## src/rtl/xori_pkg.sv

```systemverilog
package xori_pkg;
  typedef enum logic [1:0] {
    SZ_BYTE = 2'd0,
    SZ_WORD = 2'd1,
    SZ_LONG = 2'd2,
    SZ_BAD  = 2'd3
  } opsize_e;

  typedef enum logic [2:0] {
    ST_IDLE,
    ST_FHI,
    ST_FLO,
    ST_READ,
    ST_WRITE,
    ST_DONE
  } xstate_e;

  localparam logic [7:0] XORI_MATCH = 8'h0A;
endpackage

```

## src/rtl/xori_decode.sv

```systemverilog
module xori_decode
  import xori_pkg::*;
#(
  parameter int OPC_W = 16
) (
  input  logic [OPC_W-1:0] opcode,
  output opsize_e          size,
  output logic [2:0]       mode,
  output logic [2:0]       reg_idx,
  output logic             legal
);
  always_comb begin
    size    = opsize_e'(opcode[7:6]);
    mode    = opcode[5:3];
    reg_idx = opcode[2:0];
    legal   = (opcode[OPC_W-1:8] == XORI_MATCH) && (opcode[7:6] != 2'd3);
  end
endmodule

```

## src/rtl/xori_ctrl.sv

```systemverilog
module xori_ctrl
  import xori_pkg::*;
(
  input  logic       clk,
  input  logic       rst_n,
  input  logic       start,
  input  logic       legal,
  input  opsize_e    size_in,
  input  logic [2:0] mode_in,
  input  logic [2:0] reg_in,
  input  logic       fetch_ack,
  input  logic       opnd_ack,
  output logic       accept,
  output opsize_e    size_q,
  output logic [2:0] mode_q,
  output logic [2:0] reg_q,
  output logic       fetch_req,
  output logic       fetch_hi_ld,
  output logic       fetch_lo_ld,
  output logic       opnd_req,
  output logic       opnd_cap,
  output logic       wr_en,
  output logic       done,
  output logic       illegal
);
  xstate_e state_q, state_d;
  logic    illegal_d;

  always_comb begin
    accept    = (state_q == ST_IDLE) && start && legal;
    illegal_d = (state_q == ST_IDLE) && start && !legal;
    state_d   = state_q;
    case (state_q)
      ST_IDLE:  if (accept) state_d = ST_FHI;
      ST_FHI:   if (fetch_ack) state_d = (size_q == SZ_LONG) ? ST_FLO : ST_READ;
      ST_FLO:   if (fetch_ack) state_d = ST_READ;
      ST_READ:  if (opnd_ack) state_d = ST_WRITE;
      ST_WRITE: state_d = ST_DONE;
      default:  state_d = ST_IDLE;
    endcase
  end

  always_ff @(posedge clk or negedge rst_n) begin
    if (!rst_n) begin
      state_q <= ST_IDLE;
      illegal <= 1'b0;
    end else begin
      state_q <= state_d;
      illegal <= illegal_d;
    end
  end

  always_ff @(posedge clk or negedge rst_n) begin
    if (!rst_n) begin
      size_q <= SZ_BYTE;
      mode_q <= 3'd0;
      reg_q  <= 3'd0;
    end else if (accept) begin
      size_q <= size_in;
      mode_q <= mode_in;
      reg_q  <= reg_in;
    end
  end

  always_comb begin
    fetch_req   = (state_q == ST_FHI) || (state_q == ST_FLO);
    fetch_hi_ld = (state_q == ST_FHI) && fetch_ack;
    fetch_lo_ld = (state_q == ST_FLO) && fetch_ack;
    opnd_req    = (state_q == ST_READ);
    opnd_cap    = (state_q == ST_READ) && opnd_ack;
    wr_en       = (state_q == ST_WRITE);
    done        = (state_q == ST_DONE);
  end


  done_pulse_chk: assert property (@(posedge clk) disable iff (!rst_n)
    done |=> !done);

  done_after_write_chk: assert property (@(posedge clk) disable iff (!rst_n)
    wr_en |=> done);

  no_fetch_after_done_chk: assert property (@(posedge clk) disable iff (!rst_n)
    done |=> !fetch_req);

  illegal_quiet_chk: assert property (@(posedge clk) disable iff (!rst_n)
    illegal |-> (!fetch_req && !opnd_req && !wr_en && !done));

  second_fetch_long_chk: assert property (@(posedge clk) disable iff (!rst_n)
    fetch_lo_ld |-> (size_q == SZ_LONG));
endmodule

```

## src/rtl/xori_datapath.sv

```systemverilog
module xori_datapath
  import xori_pkg::*;
#(
  parameter int DATA_W = 32,
  parameter int COST_W = 8
) (
  input  logic              clk,
  input  logic              rst_n,
  input  logic              accept,
  input  opsize_e           size_in,
  input  logic [2:0]        mode_in,
  input  logic [COST_W-1:0] ea_cost,
  input  logic [COST_W-1:0] ea_cost_long,
  input  opsize_e           size_q,
  input  logic              fetch_hi_ld,
  input  logic              fetch_lo_ld,
  input  logic [DATA_W/2-1:0] fetch_word,
  input  logic              opnd_cap,
  input  logic [DATA_W-1:0] opnd_rdata,
  input  logic              wr_en,
  output logic [DATA_W-1:0] wdata,
  output logic              flag_n,
  output logic              flag_z,
  output logic              flag_v,
  output logic              flag_c,
  output logic [COST_W:0]   cycles,
  output logic [2:0]        pc_step
);
  localparam int HALF_W = DATA_W / 2;
  localparam int BYTE_W = 8;

  logic [DATA_W-1:0] imm_q, imm_d, opnd_q;
  logic [COST_W:0]   cost_d;
  logic [2:0]        step_d;
  logic              n_d, z_d;

  // immediate assembly
  always_comb begin
    imm_d = imm_q;
    if (fetch_hi_ld) begin
      if (size_q == SZ_LONG) imm_d[DATA_W-1:HALF_W] = fetch_word;
      else                   imm_d[HALF_W-1:0]      = fetch_word;
    end else if (fetch_lo_ld) begin
      imm_d[HALF_W-1:0] = fetch_word;
    end
  end

  // sized XOR with upper-bit preservation and flag evaluation
  always_comb begin
    wdata = opnd_q;
    n_d   = 1'b0;
    z_d   = 1'b0;
    case (size_q)
      SZ_BYTE: begin
        wdata[BYTE_W-1:0] = opnd_q[BYTE_W-1:0] ^ imm_q[BYTE_W-1:0];
        n_d = wdata[BYTE_W-1];
        z_d = (wdata[BYTE_W-1:0] == '0);
      end
      SZ_WORD: begin
        wdata[HALF_W-1:0] = opnd_q[HALF_W-1:0] ^ imm_q[HALF_W-1:0];
        n_d = wdata[HALF_W-1];
        z_d = (wdata[HALF_W-1:0] == '0);
      end
      default: begin
        wdata = opnd_q ^ imm_q;
        n_d   = wdata[DATA_W-1];
        z_d   = (wdata == '0);
      end
    endcase
  end

  // cost and program-counter step, latched on acceptance
  always_comb begin
    if (size_in == SZ_LONG) begin
      step_d = 3'd4;
      cost_d = (mode_in == 3'd0) ? (COST_W+1)'(16)
                                 : {1'b0, ea_cost_long} + (COST_W+1)'(20);
    end else begin
      step_d = 3'd2;
      cost_d = (mode_in == 3'd0) ? (COST_W+1)'(8)
                                 : {1'b0, ea_cost} + (COST_W+1)'(12);
    end
  end

  always_ff @(posedge clk or negedge rst_n) begin
    if (!rst_n) imm_q <= '0;
    else if (fetch_hi_ld || fetch_lo_ld) imm_q <= imm_d;
  end

  always_ff @(posedge clk or negedge rst_n) begin
    if (!rst_n) opnd_q <= '0;
    else if (opnd_cap) opnd_q <= opnd_rdata;
  end

  always_ff @(posedge clk or negedge rst_n) begin
    if (!rst_n) begin
      cycles  <= '0;
      pc_step <= 3'd0;
    end else if (accept) begin
      cycles  <= cost_d;
      pc_step <= step_d;
    end
  end

  always_ff @(posedge clk or negedge rst_n) begin
    if (!rst_n) begin
      flag_n <= 1'b0;
      flag_z <= 1'b0;
      flag_v <= 1'b0;
      flag_c <= 1'b0;
    end else if (wr_en) begin
      flag_n <= n_d;
      flag_z <= z_d;
      flag_v <= 1'b0;
      flag_c <= 1'b0;
    end
  end


  vc_clear_chk: assert property (@(posedge clk) disable iff (!rst_n)
    wr_en |=> (!flag_v && !flag_c));

  byte_upper_keep_chk: assert property (@(posedge clk) disable iff (!rst_n)
    (wr_en && size_q == SZ_BYTE) |-> (wdata[DATA_W-1:BYTE_W] == opnd_q[DATA_W-1:BYTE_W]));

  word_upper_keep_chk: assert property (@(posedge clk) disable iff (!rst_n)
    (wr_en && size_q == SZ_WORD) |-> (wdata[DATA_W-1:HALF_W] == opnd_q[DATA_W-1:HALF_W]));
endmodule

```

## src/rtl/xori_exec.sv

```systemverilog
module xori_exec
  import xori_pkg::*;
#(
  parameter int OPC_W  = 16,
  parameter int DATA_W = 32,
  parameter int COST_W = 8
) (
  input  logic              clk,
  input  logic              rst_n,
  input  logic              start,
  input  logic [OPC_W-1:0]  opcode,
  input  logic [COST_W-1:0] ea_cost,
  input  logic [COST_W-1:0] ea_cost_long,
  output logic              fetch_req,
  input  logic              fetch_ack,
  input  logic [OPC_W-1:0]  fetch_word,
  output logic              opnd_req,
  input  logic              opnd_ack,
  input  logic [DATA_W-1:0] opnd_rdata,
  output logic [2:0]        opnd_mode,
  output logic [2:0]        opnd_reg,
  output logic              opnd_we,
  output logic [DATA_W-1:0] opnd_wdata,
  output logic              done,
  output logic              illegal,
  output logic              flag_n,
  output logic              flag_z,
  output logic              flag_v,
  output logic              flag_c,
  output logic [COST_W:0]   cycles,
  output logic [2:0]        pc_step
);
  logic [1:0] rst_pipe;
  logic       rst_core_n;

  // asynchronous assert, synchronous release
  always_ff @(posedge clk or negedge rst_n) begin
    if (!rst_n) rst_pipe <= 2'b00;
    else        rst_pipe <= {rst_pipe[0], 1'b1};
  end
  assign rst_core_n = rst_pipe[1];

  opsize_e    dec_size, size_q;
  logic [2:0] dec_mode, dec_reg;
  logic       dec_legal, accept;
  logic       fetch_hi_ld, fetch_lo_ld, opnd_cap;

  xori_decode #(.OPC_W(OPC_W)) u_dec (
    .opcode (opcode),
    .size   (dec_size),
    .mode   (dec_mode),
    .reg_idx(dec_reg),
    .legal  (dec_legal)
  );

  xori_ctrl u_ctrl (
    .clk        (clk),
    .rst_n      (rst_core_n),
    .start      (start),
    .legal      (dec_legal),
    .size_in    (dec_size),
    .mode_in    (dec_mode),
    .reg_in     (dec_reg),
    .fetch_ack  (fetch_ack),
    .opnd_ack   (opnd_ack),
    .accept     (accept),
    .size_q     (size_q),
    .mode_q     (opnd_mode),
    .reg_q      (opnd_reg),
    .fetch_req  (fetch_req),
    .fetch_hi_ld(fetch_hi_ld),
    .fetch_lo_ld(fetch_lo_ld),
    .opnd_req   (opnd_req),
    .opnd_cap   (opnd_cap),
    .wr_en      (opnd_we),
    .done       (done),
    .illegal    (illegal)
  );

  xori_datapath #(.DATA_W(DATA_W), .COST_W(COST_W)) u_dp (
    .clk         (clk),
    .rst_n       (rst_core_n),
    .accept      (accept),
    .size_in     (dec_size),
    .mode_in     (dec_mode),
    .ea_cost     (ea_cost),
    .ea_cost_long(ea_cost_long),
    .size_q      (size_q),
    .fetch_hi_ld (fetch_hi_ld),
    .fetch_lo_ld (fetch_lo_ld),
    .fetch_word  (fetch_word),
    .opnd_cap    (opnd_cap),
    .opnd_rdata  (opnd_rdata),
    .wr_en       (opnd_we),
    .wdata       (opnd_wdata),
    .flag_n      (flag_n),
    .flag_z      (flag_z),
    .flag_v      (flag_v),
    .flag_c      (flag_c),
    .cycles      (cycles),
    .pc_step     (pc_step)
  );


  illegal_flags_hold_chk: assert property (@(posedge clk) disable iff (!rst_core_n)
    illegal |-> $stable({flag_n, flag_z, flag_v, flag_c}));

  busy_no_illegal_chk: assert property (@(posedge clk) disable iff (!rst_core_n)
    (fetch_req || opnd_req || opnd_we) |=> !illegal);

  exclusive_port_chk: assert property (@(posedge clk) disable iff (!rst_core_n)
    !(fetch_req && (opnd_req || opnd_we)));
endmodule

```

## config.mk

```make
export PLATFORM = sky130hd
export DESIGN_NAME = xori_exec
export DESIGN_NICKNAME = d
export VERILOG_FILES = /design/src/rtl/xori_pkg.sv /design/src/rtl/xori_decode.sv /design/src/rtl/xori_ctrl.sv /design/src/rtl/xori_datapath.sv /design/src/rtl/xori_exec.sv
export SDC_FILE = /design/constraint.sdc
export NUM_CORES = 1
export LEC_CHECK = 0
export BUFFER_PORTS_ARGS = -buffer_cell sky130_fd_sc_hd__buf_2
export CAP_MARGIN = 30
export CORE_UTILIZATION = 49
export DETAILED_ROUTE_END_ITERATION = 16
export PLACE_DENSITY = 0.77
export RECOVER_POWER = 100
export SKIP_LAST_GASP = 1
export SLEW_MARGIN = 10
export SYNTH_ARGS = -nofsm -noshare
export SYNTH_HDL_FRONTEND = slang
export SYNTH_HIERARCHICAL = 1
export SYNTH_SLANG_ARGS = --single-unit
```

## constraint.sdc

```tcl
create_clock -name clk -period 3.85 [get_ports clk]
set_input_delay 0.5775 -clock clk [delete_from_list [all_inputs] [get_ports clk]]
set_output_delay 0.5775 -clock clk [all_outputs]
set_load 0.01 [all_outputs]
```

==> flow_summary.ini <==
[run_status]
outcome = complete, no violations

[die]
die_area_sq_um = 9830
core_area_sq_um = 9200
num_rows = 35
dieHeight_um = 99.1
initial_core_util = 0.503
dieWidth_um = 99.1
io-pin-count = 144

[placement]
hpwl_after_dpl_um = 7310
gp_routability_congestion = 0.872
dpl-instance-area_sq_um = 5360
dpl.cell_count = 616
port_buffers = 140

[cts]
cts-root-buf = sky130_fd_sc_hd__clkbuf_8
numCtsBuffers = 9
clkSinkCount = 91
cts.reportedPaths.clkPinSlew_ns = 0.08
clock_tree.buffer_depth = 2
htreeDepth = 3
cts_resized = 0
clkLatencyLatePin_ns = 0.34
clock_tree_from_tritoncts = yes

[finish]
utilization = 0.585
insertedDiodeCount = 0
num-nets-final = 604
stdcell_area_sq_um = 5380
drive_gt1_frac = 0.305
final-instance-count-excl-fill = 633
area_delta_synth_final_pct = 16.3

[critical_path]
rr_startpoint = u_ctrl/state_q[1]$_DFFE_PN0P_
worst-endpoint-arrival_ns = 2.33
required_ns = 3.27
critical_path.startpoint_type = flop
biggest_fanout_along_the_worst_timing_path = 22
startpoint = u_ctrl/size_q[1]$_DFFE_PN0P_
worst-setup-path-type = reg -> out
end_kind = primary output

[synthesis]
synth_seq_area_share = 0.492
synthFlopType = sky130_fd_sc_hd__dfrtp_1
synth.lib_cells_used.distinct = 44
count_of_yosys_warnings_during_synthesis = 6
synth_seq_cells = 91
synth.avg_cell_area_sq_um = 12.0
synth_async_sr_flop_share = 1.00
mappedNetlistArea_sq_um = 4620
synthesis.instances = 385
synth_edf_count = 0

[sta]
worst_clock_skew_ns = 0.0134
report.final.slew_viol_count = 0
hold_viol = 0
max_freq_mhz = 344
rsz0062_at_grt = no
final.setup.tns_ns = 0
part_of_the_cycle_the_worst_path_needs = 0.756
relSlewSlack = 0.0528
final-setup-viol-count = 0
final.hold.worst_slack_ns = 0.357
worst-slew-pin-transition_ns = 1.42
final_period_minus_worst_setup_slack_ns = 2.91

[grt]
grtUsageTotal = 0.207
first_pass_grt_wire_length_um = 16000
pin_count_of_the_biggest_net_entering_global_routing = 60
grt_pass1_vias = 3350
grt_antenna_before_repair = 0
overflow = 0

[power]
power_density_nw_per_um2 = 672
power_leakage_nw = 2.51
ir_drop_uv = 193

[flow_run]
cap_violations = 0

[drt]
first_iter_violations = 67
drt_first_pass_iters = 4
post_drt_via_cell_ratio = 5.08
route.detailed.wl_per_inst_um = 15.3
dr_drc_count = 0
drt.antenna.violating_nets = 0
dr_total_vias = 3218
routed_wl_um = 9670

[min_path]
worst_hold_startpoint = rst_pipe[0]$_DFF_PN0_
timing.hold.worst.class = reg -> reg
==> state kept, by name (all words and copies together) (netlist names) <==
register	count
rst_pipe	2
u_ctrl/illegal	1
u_ctrl/mode_q	3
u_ctrl/reg_q	3
u_ctrl/size_q	2
u_ctrl/state_q	3
u_dp/cycles	9
u_dp/flag_n	1
u_dp/flag_z	1
u_dp/imm_q	32
u_dp/opnd_q	32
u_dp/pc_step	2
==> path summary, 6_finish.rpt <==
check                      slack [ns]  cells past startpoint                     endpoint
max                              0.94                      5               opnd_wdata[15]
min                              0.36                      0        rst_pipe[1]$_DFF_PN0_
max reg2reg                      1.06                      5   u_dp/imm_q[14]$_DFFE_PN0P_
min reg2reg                      0.36                      0        rst_pipe[1]$_DFF_PN0_
max in group asynchronous        1.29                      1   u_dp/imm_q[18]$_DFFE_PN0P_
min in group asynchronous        0.53                      0  u_dp/opnd_q[30]$_DFFE_PN0P_
==> cell usage in the layout, fill, tap and decap left out, types with 3 or more instances in the layout <==
cell	count
sky130_fd_sc_hd__nand4_1	5
sky130_fd_sc_hd__nor4_1	4
sky130_fd_sc_hd__nand2_1	32
sky130_fd_sc_hd__inv_1	13
sky130_fd_sc_hd__o21ai_0	6
sky130_fd_sc_hd__xnor2_1	42
sky130_fd_sc_hd__mux2_2	54
sky130_fd_sc_hd__mux2_1	20
sky130_fd_sc_hd__xor2_1	21
sky130_fd_sc_hd__a31oi_1	3
sky130_fd_sc_hd__nor2b_1	3
sky130_fd_sc_hd__nor2_1	13
sky130_fd_sc_hd__a21oi_1	11
sky130_fd_sc_hd__buf_2	86
sky130_fd_sc_hd__o22ai_1	7
sky130_fd_sc_hd__dfrtp_1	91
sky130_fd_sc_hd__clkbuf_1	57
sky130_fd_sc_hd__nand2b_1	3
sky130_fd_sc_hd__conb_1	4
sky130_fd_sc_hd__clkbuf_8	11
==> power breakdown <==
group	leakage (nW)	switching [mW]	internal, mW	total (mW)
Combinational	1.28	0.676	0.701	1.38
Clock	0.106	0.321	0.335	0.656
Sequential	1.12	0.310	1.27	1.58
==> metrics by stage <==
stage	setup slack, ns	power, mW
after floorplan	1.13	2.65
after global placement	1.39	3.08
after detailed placement	1.31	3.14
after CTS	1.37	3.81
after global routing	0.685	3.87
final	0.940	3.62
==> logic make-up after synthesis <==
kind of cell	count (synthesis)	share of synthesized area
DFF	91	0.492
and+or+nand+nor	77	0.0893
muxes	76	0.199
xor gates and xnor gates	63	0.119
buffers and inverters	38	0.0449
AOI/OAI and AO/OA	36	0.0479
adders and majority gates	2	0.00541
other	2	0.00162
==> synthesized netlist by cell type (3+ instances only) <==
cell / number / share of area
sky130_fd_sc_hd__clkbuf_1: 5 / 0.0041
sky130_fd_sc_hd__inv_1: 13 / 0.011
sky130_fd_sc_hd__nand2_1: 32 / 0.026
sky130_fd_sc_hd__nor4_1: 4 / 0.0054
sky130_fd_sc_hd__buf_4: 11 / 0.018
sky130_fd_sc_hd__a21oi_1: 11 / 0.012
sky130_fd_sc_hd__nor2b_1: 3 / 0.0041
sky130_fd_sc_hd__xnor2_1: 42 / 0.080
sky130_fd_sc_hd__a31oi_1: 3 / 0.0041
sky130_fd_sc_hd__mux2_2: 54 / 0.13
sky130_fd_sc_hd__nand4_1: 5 / 0.0068
sky130_fd_sc_hd__o21ai_0: 6 / 0.0065
sky130_fd_sc_hd__o22ai_1: 7 / 0.0095
sky130_fd_sc_hd__buf_2: 7 / 0.0076
sky130_fd_sc_hd__nand2b_1: 3 / 0.0041
sky130_fd_sc_hd__xor2_1: 21 / 0.040
sky130_fd_sc_hd__mux2_4: 18 / 0.058
sky130_fd_sc_hd__dfrtp_1: 91 / 0.49
sky130_fd_sc_hd__nor2_1: 13 / 0.011
==> layout make-up <==
cell class	count	area, sq um
Timing Repair Buffer	144	656
Sequential cell	91	2280
Clock buffer	12	155
Inverter	13	48.8
Tap cell	111	139
Clock inverter	4	48.8
Fill cell	832	3820
Multi-Input combinational cell	258	2050
==> timing repair <==
action | CTS | global route
buffers inserted | 0 | 0
hold endpoints to repair | 2 | 0
hold buffers | 1 | 0
==> metal layers <==
layer,vias to the layer above,wire length [um],GRT usage
met5,-,0,0
met4,0,55,0.0543
met3,4,622,0.0450
met2,113,4630,0.347
met1,1539,4360,0.274
li1,1562,-,-
==> critical path, stage by stage, from the launching register on <==
cell and delay, ns:
sky130_fd_sc_hd__dfrtp_1 0.34, sky130_fd_sc_hd__clkbuf_1 0.78, sky130_fd_sc_hd__or2_2 0.37, sky130_fd_sc_hd__nand2_1 0.10
sky130_fd_sc_hd__xnor2_1 0.22, sky130_fd_sc_hd__clkbuf_1 0.19
Note: power is estimated with default switching activity, not from simulation.
